===== config.mk =====
export PLATFORM = sky130hd
export DESIGN_NAME = phase_window_sel
export DESIGN_NICKNAME = d
export VERILOG_FILES = /design/src/rtl/phsel_pkg.sv /design/src/rtl/phase_run_scan.sv /design/src/rtl/phase_pick.sv /design/src/rtl/phase_window_sel.sv
export SDC_FILE = /design/constraint.sdc
export NUM_CORES = 1
export LEC_CHECK = 0
export BUFFER_PORTS_ARGS = -buffer_cell sky130_fd_sc_hd__buf_4
export CORE_AREA = 2 2 81 121
export DETAILED_ROUTE_END_ITERATION = 10
export DIE_AREA = 0 0 83 123
export HOLD_SLACK_MARGIN = 0.03
export SETUP_SLACK_MARGIN = 0.5
export SLEW_MARGIN = 20
export SYNTH_ARGS = -nofsm -noshare
export SYNTH_HDL_FRONTEND = slang
export SYNTH_SLANG_ARGS = --single-unit

===== constraint.sdc =====
create_clock -name clk_i -period 4 [get_ports clk_i]
set_clock_uncertainty 0.15 [all_clocks]
set_input_delay 0 -clock clk_i [delete_from_list [all_inputs] [get_ports clk_i]]
set_output_delay 0 -clock clk_i [all_outputs]
set_load 0.1 [all_outputs]

===== src/rtl/phsel_pkg.sv =====
package phsel_pkg;
    typedef enum logic {
        SC_IDLE = 1'b0,
        SC_SCAN = 1'b1
    } scan_st_e;
endpackage


===== src/rtl/phase_run_scan.sv =====
module phase_run_scan
    import phsel_pkg::*;
#(
    parameter  int unsigned NUM_PH = 16,
    localparam int unsigned PH_W   = $clog2(NUM_PH),
    localparam int unsigned LEN_W  = $clog2(NUM_PH + 1)
) (
    input  logic              clk_i,
    input  logic              rst_ni,
    input  logic              start_i,
    input  logic [NUM_PH-1:0] mask_i,
    output logic              fin_o,
    output logic [PH_W-1:0]   best_start_o,
    output logic [LEN_W-1:0]  best_len_o
);
    typedef struct packed {
        scan_st_e          st;
        logic [NUM_PH-1:0] mask;
        logic [PH_W-1:0]   idx;
        logic [PH_W-1:0]   cur_start;
        logic [PH_W-1:0]   best_start;
        logic [LEN_W-1:0]  cur_len;
        logic [LEN_W-1:0]  len0;
        logic [LEN_W-1:0]  best_len;
        logic              fin;
    } scan_s;

    scan_s scan_d, scan_q;

    logic             wrap;
    logic             last;
    logic             ends;
    logic [PH_W-1:0]  nxt_idx;
    logic [PH_W-1:0]  run_s;
    logic [LEN_W-1:0] run_n;
    logic [LEN_W-1:0] cand;

    always_comb begin
        wrap    = scan_q.mask[0] & scan_q.mask[NUM_PH-1] & ~(&scan_q.mask);
        last    = (scan_q.idx == PH_W'(NUM_PH - 1));
        nxt_idx = last ? '0 : scan_q.idx + 1'b1;
        run_s   = (scan_q.cur_len == '0) ? scan_q.idx : scan_q.cur_start;
        run_n   = scan_q.cur_len + 1'b1;
        ends    = last || !scan_q.mask[nxt_idx];
        if (wrap && (run_s == '0)) begin
            cand = '0;
        end else if (wrap && last) begin
            cand = run_n + scan_q.len0;
        end else begin
            cand = run_n;
        end

        scan_d     = scan_q;
        scan_d.fin = 1'b0;
        case (scan_q.st)
            SC_IDLE: begin
                if (start_i) begin
                    scan_d.st         = SC_SCAN;
                    scan_d.mask       = mask_i;
                    scan_d.idx        = '0;
                    scan_d.cur_start  = '0;
                    scan_d.cur_len    = '0;
                    scan_d.len0       = '0;
                    scan_d.best_start = '0;
                    scan_d.best_len   = '0;
                end
            end
            default: begin
                if (scan_q.mask[scan_q.idx]) begin
                    if (ends) begin
                        if (wrap && (run_s == '0)) begin
                            scan_d.len0 = run_n;
                        end
                        if (cand > scan_q.best_len) begin
                            scan_d.best_len   = cand;
                            scan_d.best_start = run_s;
                        end
                        scan_d.cur_len = '0;
                    end else begin
                        scan_d.cur_start = run_s;
                        scan_d.cur_len   = run_n;
                    end
                end
                scan_d.idx = nxt_idx;
                if (last) begin
                    scan_d.st  = SC_IDLE;
                    scan_d.fin = 1'b1;
                end
            end
        endcase
    end

    always_ff @(posedge clk_i or negedge rst_ni) begin
        if (!rst_ni) begin
            scan_q <= '{st: SC_IDLE, default: '0};
        end else begin
            scan_q <= scan_d;
        end
    end

    assign fin_o        = scan_q.fin;
    assign best_start_o = scan_q.best_start;
    assign best_len_o   = scan_q.best_len;

    // a strobe during a search leaves the captured mask untouched
    assert_start_ignored_R9: assert property (@(posedge clk_i) disable iff (!rst_ni)
        (scan_q.st == SC_SCAN && start_i) |=> $stable(scan_q.mask));

    // the last phase step is followed by the finish pulse
    assert_scan_end_R8: assert property (@(posedge clk_i) disable iff (!rst_ni)
        (scan_q.st == SC_SCAN && last) |=> (scan_q.fin && scan_q.st == SC_IDLE));

    // a chosen group cannot be longer than the number of passing phases
    assert_len_bound_R4: assert property (@(posedge clk_i) disable iff (!rst_ni)
        scan_q.fin |-> (32'(scan_q.best_len) <= $countones(scan_q.mask)));
endmodule


===== src/rtl/phase_pick.sv =====
module phase_pick #(
    parameter  int unsigned NUM_PH = 16,
    localparam int unsigned PH_W   = $clog2(NUM_PH),
    localparam int unsigned LEN_W  = $clog2(NUM_PH + 1),
    localparam int unsigned WK     = LEN_W + 2
) (
    input  logic [PH_W-1:0]  start_i,
    input  logic [LEN_W-1:0] len_i,
    output logic [PH_W-1:0]  phase_o
);
    logic [WK-1:0] k;
    logic [WK-1:0] sum;

    always_comb begin
        k = (WK'(len_i) * WK'(3)) >> 2;
        if (k != '0) begin
            k = k - 1'b1;
        end
        sum = WK'(start_i) + k;
        if (sum >= WK'(NUM_PH)) begin
            sum = sum - WK'(NUM_PH);
        end
        phase_o = sum[PH_W-1:0];
    end

    // the offset always lands inside a group of the given length
    always_comb begin
        assert_offset_in_run_R5: assert (len_i == '0 || k < WK'(len_i));
    end
endmodule


===== src/rtl/phase_window_sel.sv =====
module phase_window_sel #(
    parameter  int unsigned NUM_PH = 16,
    localparam int unsigned PH_W   = $clog2(NUM_PH),
    localparam int unsigned LEN_W  = $clog2(NUM_PH + 1)
) (
    input  logic              clk_i,
    input  logic              rst_ni,
    input  logic              start_i,
    input  logic [NUM_PH-1:0] mask_i,
    output logic [PH_W-1:0]   phase_o,
    output logic              valid_o,
    output logic              err_o
);
    typedef struct packed {
        logic [PH_W-1:0] phase;
        logic            valid;
        logic            err;
    } res_s;

    res_s res_d, res_q;

    logic             fin;
    logic [PH_W-1:0]  best_start;
    logic [LEN_W-1:0] best_len;
    logic [PH_W-1:0]  pick;

    phase_run_scan #(.NUM_PH(NUM_PH)) i_scan (
        .clk_i        (clk_i),
        .rst_ni       (rst_ni),
        .start_i      (start_i),
        .mask_i       (mask_i),
        .fin_o        (fin),
        .best_start_o (best_start),
        .best_len_o   (best_len)
    );

    phase_pick #(.NUM_PH(NUM_PH)) i_pick (
        .start_i (best_start),
        .len_i   (best_len),
        .phase_o (pick)
    );

    always_comb begin
        res_d       = res_q;
        res_d.valid = fin && (best_len != '0);
        res_d.err   = fin && (best_len == '0);
        if (res_d.valid) begin
            res_d.phase = pick;
        end
    end

    always_ff @(posedge clk_i or negedge rst_ni) begin
        if (!rst_ni) begin
            res_q <= '0;
        end else begin
            res_q <= res_d;
        end
    end

    assign phase_o = res_q.phase;
    assign valid_o = res_q.valid;
    assign err_o   = res_q.err;

    assert_excl_R8: assert property (@(posedge clk_i) disable iff (!rst_ni)
        !(valid_o && err_o));

    assert_valid_pulse_R8: assert property (@(posedge clk_i) disable iff (!rst_ni)
        (valid_o || err_o) |=> !(valid_o || err_o));

    assert_hold_R10: assert property (@(posedge clk_i) disable iff (!rst_ni)
        !fin |=> $stable(phase_o));

    assert_err_keeps_phase_R7: assert property (@(posedge clk_i) disable iff (!rst_ni)
        (fin && best_len == '0) |=> (err_o && $stable(phase_o)));
endmodule


# After elaboration in Yosys (flattened, before gate mapping)
# Cells that the tools add are included.
dict set report word_totals {
  ff_bits 51
  latch_bits 0
  ramBits 0
  rom_bits 0
  output_inout_bits 6
  memories 0
}
dict set report op_classes {
  addsub 6
  multipliers 1
  div 0
  magnitude_cmp 4
  n_eq_ne 6
  shift 0
  mux 24
  bitwise_logic 4
  reduce_logical 18
}
# op n
set ops {}
lappend ops {{44-bit 2-to-1 mux} 1}
lappend ops {{27-bit 2-to-1 mux} 1}
lappend ops {{5-bit 2-to-1 mux} 5}
lappend ops {{4-bit 2-to-1 mux} 6}
lappend ops {{23-bit 2-to-1 mux} 1}
lappend ops {{16-bit AND reduction} 1}
lappend ops {{5-bit logical NOT} 2}
lappend ops {{4-bit by 5-bit less-than comparator with 1-bit output (second input constant)} 2}
lappend ops {{10-bit 2-to-1 mux} 1}
lappend ops {{2-bit inequality test (second input constant)} 5}
lappend ops {{1-bit binary-select mux with 4-bit select} 2}
lappend ops {{4-bit AND reduction} 2}
lappend ops {{4-bit by 7-bit adder with 7-bit output} 1}
lappend ops {{7-bit by 5-bit greater-or-equal comparator with 1-bit output (second input constant)} 1}
lappend ops {{5-bit by 2-bit multiplier with 7-bit output (second input constant)} 1}
lappend ops {{7-bit 2-to-1 mux} 1}
lappend ops {{7-bit nonzero test} 1}
lappend ops {{1-bit 2-to-1 mux} 6}
lappend ops {{5-bit by 1-bit subtractor with 6-bit output (second input constant)} 1}
lappend ops {{5-bit by 1-bit adder with 5-bit output (second input constant)} 1}
lappend ops {{5-bit adder} 1}
lappend ops {{5-bit > comparator} 1}
lappend ops {{5-bit nonzero test} 1}
lappend ops {{4-bit by 1-bit adder with 4-bit output (second input constant)} 1}
lappend ops {{other kinds (11)} 17}

# Logic depth before layout (Yosys ltp)
dict set report depth {
  word_depth 11
  depth_mapped 16
}

# Cells and area by module
# A second synthesis with hierarchy kept.
dict set report unflattened {
  hier_cells 396
  area_unflattened_um2 3702.3
}
# module n_inst cells_each area_per_inst_um2
set by_module_without_submodules {}
lappend by_module_without_submodules {phase_run_scan 1 332 3037.9}
lappend by_module_without_submodules {phase_pick 1 50 424.2}
lappend by_module_without_submodules {phase_window_sel 1 14 240.2}

# Worst setup path before layout
# No wires, ideal clock.
dict set report synth_path {
  path_type {register -> register}
  startpoint {reg i_scan.scan_q[11] (netlist name)}
  endpoint {reg i_scan.scan_q (netlist bit i_scan.best_start_o[0])}
  setup_time_ps 125
  arrival_time_ps 3663
  setup_slack_ps 63
  path_stages_with_launch 17
  cell_sequence {dfrtp_1 > inv_1 > ha_1 > inv_1 > fa_1 > nor2b_1 > o21ai_0 > and4_1 > or4b_2 > o221a_2 > inv_1 > ha_1 > a21boi_0 > o221a_2 > o211a_1 > buf_4 > mux2_2}
}
dict set report synth_between {
  elab_chain_len 8
  elab_cells_between_ends 15
}
# item line_no
set synth_rtl {}
lappend synth_rtl {{start, declared} phase_run_scan.sv:28} ;# scan_s scan_d, scan_q;
lappend synth_rtl {{start signal, assigned} phase_run_scan.sv:97} ;# scan_q <= scan_d;
lappend synth_rtl {{parallel branches: the longest is 8 deep, another holds 5-bit by 1-bit adder with 5-bit output} -}
# Parallel ways; which one is timed is not known. The select of a mux whose other input is x is not followed.
# A chain may end at the register's enable or synchronous reset.

# Final worst setup path
dict set report layout_path {
  startpoint {reg i_scan.scan_q[11] (netlist name)}
  endpoint {reg i_scan.scan_q (netlist bit i_scan.best_start_o[1])}
}
# Same word-level chain as after synthesis.

==> impl_results.md <==
* Outcome: completed
* # setup viols final at 0
* WP data required at 4.03 ns
* Die W at 83 um
* Final Cell Area at 4760 sq um
* I/O pins at 25
* Most frequent cells in the layout: buf_4, dfrtp_1, nand2_1
* Slew of the pin with the lowest slew margin at 1.03 ns
* Post-synthesis cell type count at 60
* Ys Warns at 0
* Vias in the first global route at 3059
* Register-to-Register Path Depth at 15
* Non-filler cells, final at 531
* Critical R2R Capture: i_scan.best_start_o[1]
* CP Data Arrival Time at 3.71 ns
* Routed wl met2 at 4700 um
* Worst-path clk slew at 0.06 ns
* Commonest non-fill, non-tap cell in the layout: buf_4
* Post-DRT Antenna Nets at 0
* Fin crit period at 3.68 ns
* Routability cong. at 0.870
* RSZ-0062 raised after global routing: true
* Final hold vios at 0
* DP Area at 3930 sq um
* PortBufs at 24
* Syn Nets at 395
* Largest net degree at the start of global routing at 52
* Async SR Flop Fraction at 1.00
* Fill count at 810
* CTS buffer count at 5
* Post-Syn Area at 3560 sq um
* Worst hold path class: primary input to asynchronous set/reset pin
* Residual DRC count at 0
* Max capacitance violation total at 0
* Register area share after synthesis at 0.359
* Gr usage total at 0.172
* Final Cycle Share at 0.920
* Worst slew margin at 0.311
* Layout area overhead at 33.6%
* Clk_lat worst skew at 0.29 ns
* Initial antenna violation count at 0
* Total grt overflow at 0
* WL final at 8790 um
* Worst R2R Start: i_scan.scan_q[11]
* Via density at 5.58
* CP Capture Type: flip-flop
* Max Fanout on Critical Path at 5
* WL met1 at 3510 um
* Clock tree buffer depth at 2
* Initial Utilization at 0.387
* Crit path launch type: flip-flop
* Clock root buffer: clkbuf_16
* DR top layer: met4
* DR WL met3 at 216 um
* Starting DRT DRC Count at 110
* DRT Pass-1 Iters at 4
* DR vias at 2961
* Max-slew violation count at 0
* First-pass GRT wire length at 14400 um
* Detailed placement HPWL at 6030 um
* Number of synthesized flops with an enable pin at 0
* Wirelength per Cell at 16.5 um
* Die Ht at 123 um
* R2R Setup Slk at 0.32 ns
* Share of layout cells above drive strength 1 at 0.387
* Diode count at 0
* Clock Sinks at 51
* Total negative slack at 0 ns
* Core Area at 9200 sq um
* Placed Cells at 478
* # rows at 43
* CTS tree: done
* Max Clk Rate at 272 MHz
* Die area at 10200 sq um
* Post-synthesis register bit count at 51
* Gate Count Post-Synth at 350
* Critical path class: flip-flop to flip-flop
* H-tree depth at 2
* Synthesized area per cell at 10.2 sq um
* Ys flop type: dfrtp_1
* Fin nets at 464
[worst max-delay path, stage by stage (launching register included)]
cell	delay [ns]
dfrtp_2	0.42
inv_2	0.08
ha_4	0.30
ha_4	0.19
a21o_1	0.15
a21oi_2	0.13
xor2_1	0.25
nor3_2	0.09
a221oi_2	0.31
inv_1	0.13
ha_4	0.30
o211ai_1	0.13
a21boi_4	0.18
o221a_4	0.21
o211a_4	0.21
mux2_2	0.34
[area by class of cell]
type / instances / area, sq um / area share
clock inverter: 1 / 5.00 / 0.00105
tap: 112 / 140 / 0.0295
clock buffer: 6 / 139 / 0.0292
timing repair buffer: 80 / 649 / 0.137
sequential: 51 / 1280 / 0.269
inverter: 19 / 76.3 / 0.0160
multi-input combinational: 262 / 2470 / 0.519
[cells in the mapped netlist (3+ instances only)]
| cell | count | area (sq um) |
|---|---|---|
| a21oi_1 | 7 | 35.0 |
| nor2b_1 | 4 | 25.0 |
| o32ai_1 | 5 | 43.8 |
| nor4_1 | 3 | 18.8 |
| a22oi_1 | 6 | 45.0 |
| inv_1 | 19 | 71.3 |
| nand4_1 | 4 | 25.0 |
| o311ai_0 | 4 | 35.0 |
| o2bb2ai_1 | 3 | 26.3 |
| o21ai_0 | 15 | 75.1 |
| xor2_1 | 8 | 70.1 |
| o211ai_1 | 6 | 45.0 |
| dfrtp_1 | 51 | 1280 |
| o221a_2 | 3 | 33.8 |
| nand2_1 | 32 | 120 |
| mux2i_1 | 15 | 150 |
| or3_1 | 3 | 18.8 |
| a21o_1 | 4 | 30.0 |
| fa_1 | 3 | 60.1 |
| a211oi_1 | 3 | 22.5 |
| buf_2 | 4 | 20.0 |
| nand3_1 | 9 | 45.0 |
| a22o_1 | 3 | 26.3 |
| mux4_2 | 6 | 135 |
| clkbuf_1 | 11 | 41.3 |
| nor3_1 | 6 | 30.0 |
| mux2_2 | 25 | 282 |
| xnor2_1 | 4 | 35.0 |
| ha_1 | 23 | 288 |
| nor2_1 | 17 | 63.8 |
| nand2b_1 | 9 | 56.3 |
[how the worst max path moves through the flow]
| stage | start | end | slack [ns] | depth (start not counted) |
|---|---|---|---|---|
| floorplan | i_scan.scan_q[11] | i_scan.best_start_o[0] | 0.42 | 16 |
| global placement | i_scan.scan_q[11] | i_scan.best_start_o[0] | 0.22 | 15 |
| detailed placement | i_scan.scan_q[11] | i_scan.best_start_o[1] | 0.15 | 15 |
| CTS | i_scan.scan_q[11] | i_scan.best_start_o[1] | 0.34 | 15 |
| global route | i_scan.scan_q[11] | i_scan.best_start_o[1] | 0.17 | 15 |
| finish | i_scan.scan_q[11] | i_scan.best_start_o[1] | 0.32 | 15 |
[state kept, by name, indices dropped and copies added, names as in the netlist]
register / cells
i_scan.scan_q: 35
i_scan.best_len_o: 5
i_scan.best_start_o: 4
phase_o: 4
err_o: 1
i_scan.fin_o: 1
valid_o: 1
[per-layer routing]
layer / vias to the layer above / track usage
met3: 25 / 0.0240
met1: 1443 / 0.191
met4: 0 / 0.107
li1: 1437 / -
met2: 56 / 0.311
met5: - / 0
[logic make-up after synthesis]
logic type | share of synthesized area
AOI/OAI and AO/OA | 0.159
xor gates and xnor gates | 0.0295
adders and majority gates | 0.0978
buffers and inverters | 0.0450
DFF | 0.359
muxes | 0.159
and+or+nand+nor | 0.150
[through the flow]
stage	setup WS [ns]	hold slack (ns)	utilization
2_1_floorplan	0.415	-0.446	-
3_3_place_gp	0.215	-0.0679	0.427
3_5_place_dp	0.154	-0.0615	0.427
4_1_cts	0.342	0.172	0.481
5_1_grt	0.165	0.214	0.517
6_report	0.320	0.119	0.517
[timing repair]
action,in CTS,in global routing
hold buffers,18,0
cloned,1,0
gates resized for setup,17,37
pin swaps,4,20
buffers inserted,11,16
endpoints found under the hold margin,71,0
endpoints found under the setup margin,10,11
Power is left out: the tool's default activity adds up to more than one toggle a clock period on the data nets, which glitch-free logic cannot reach.
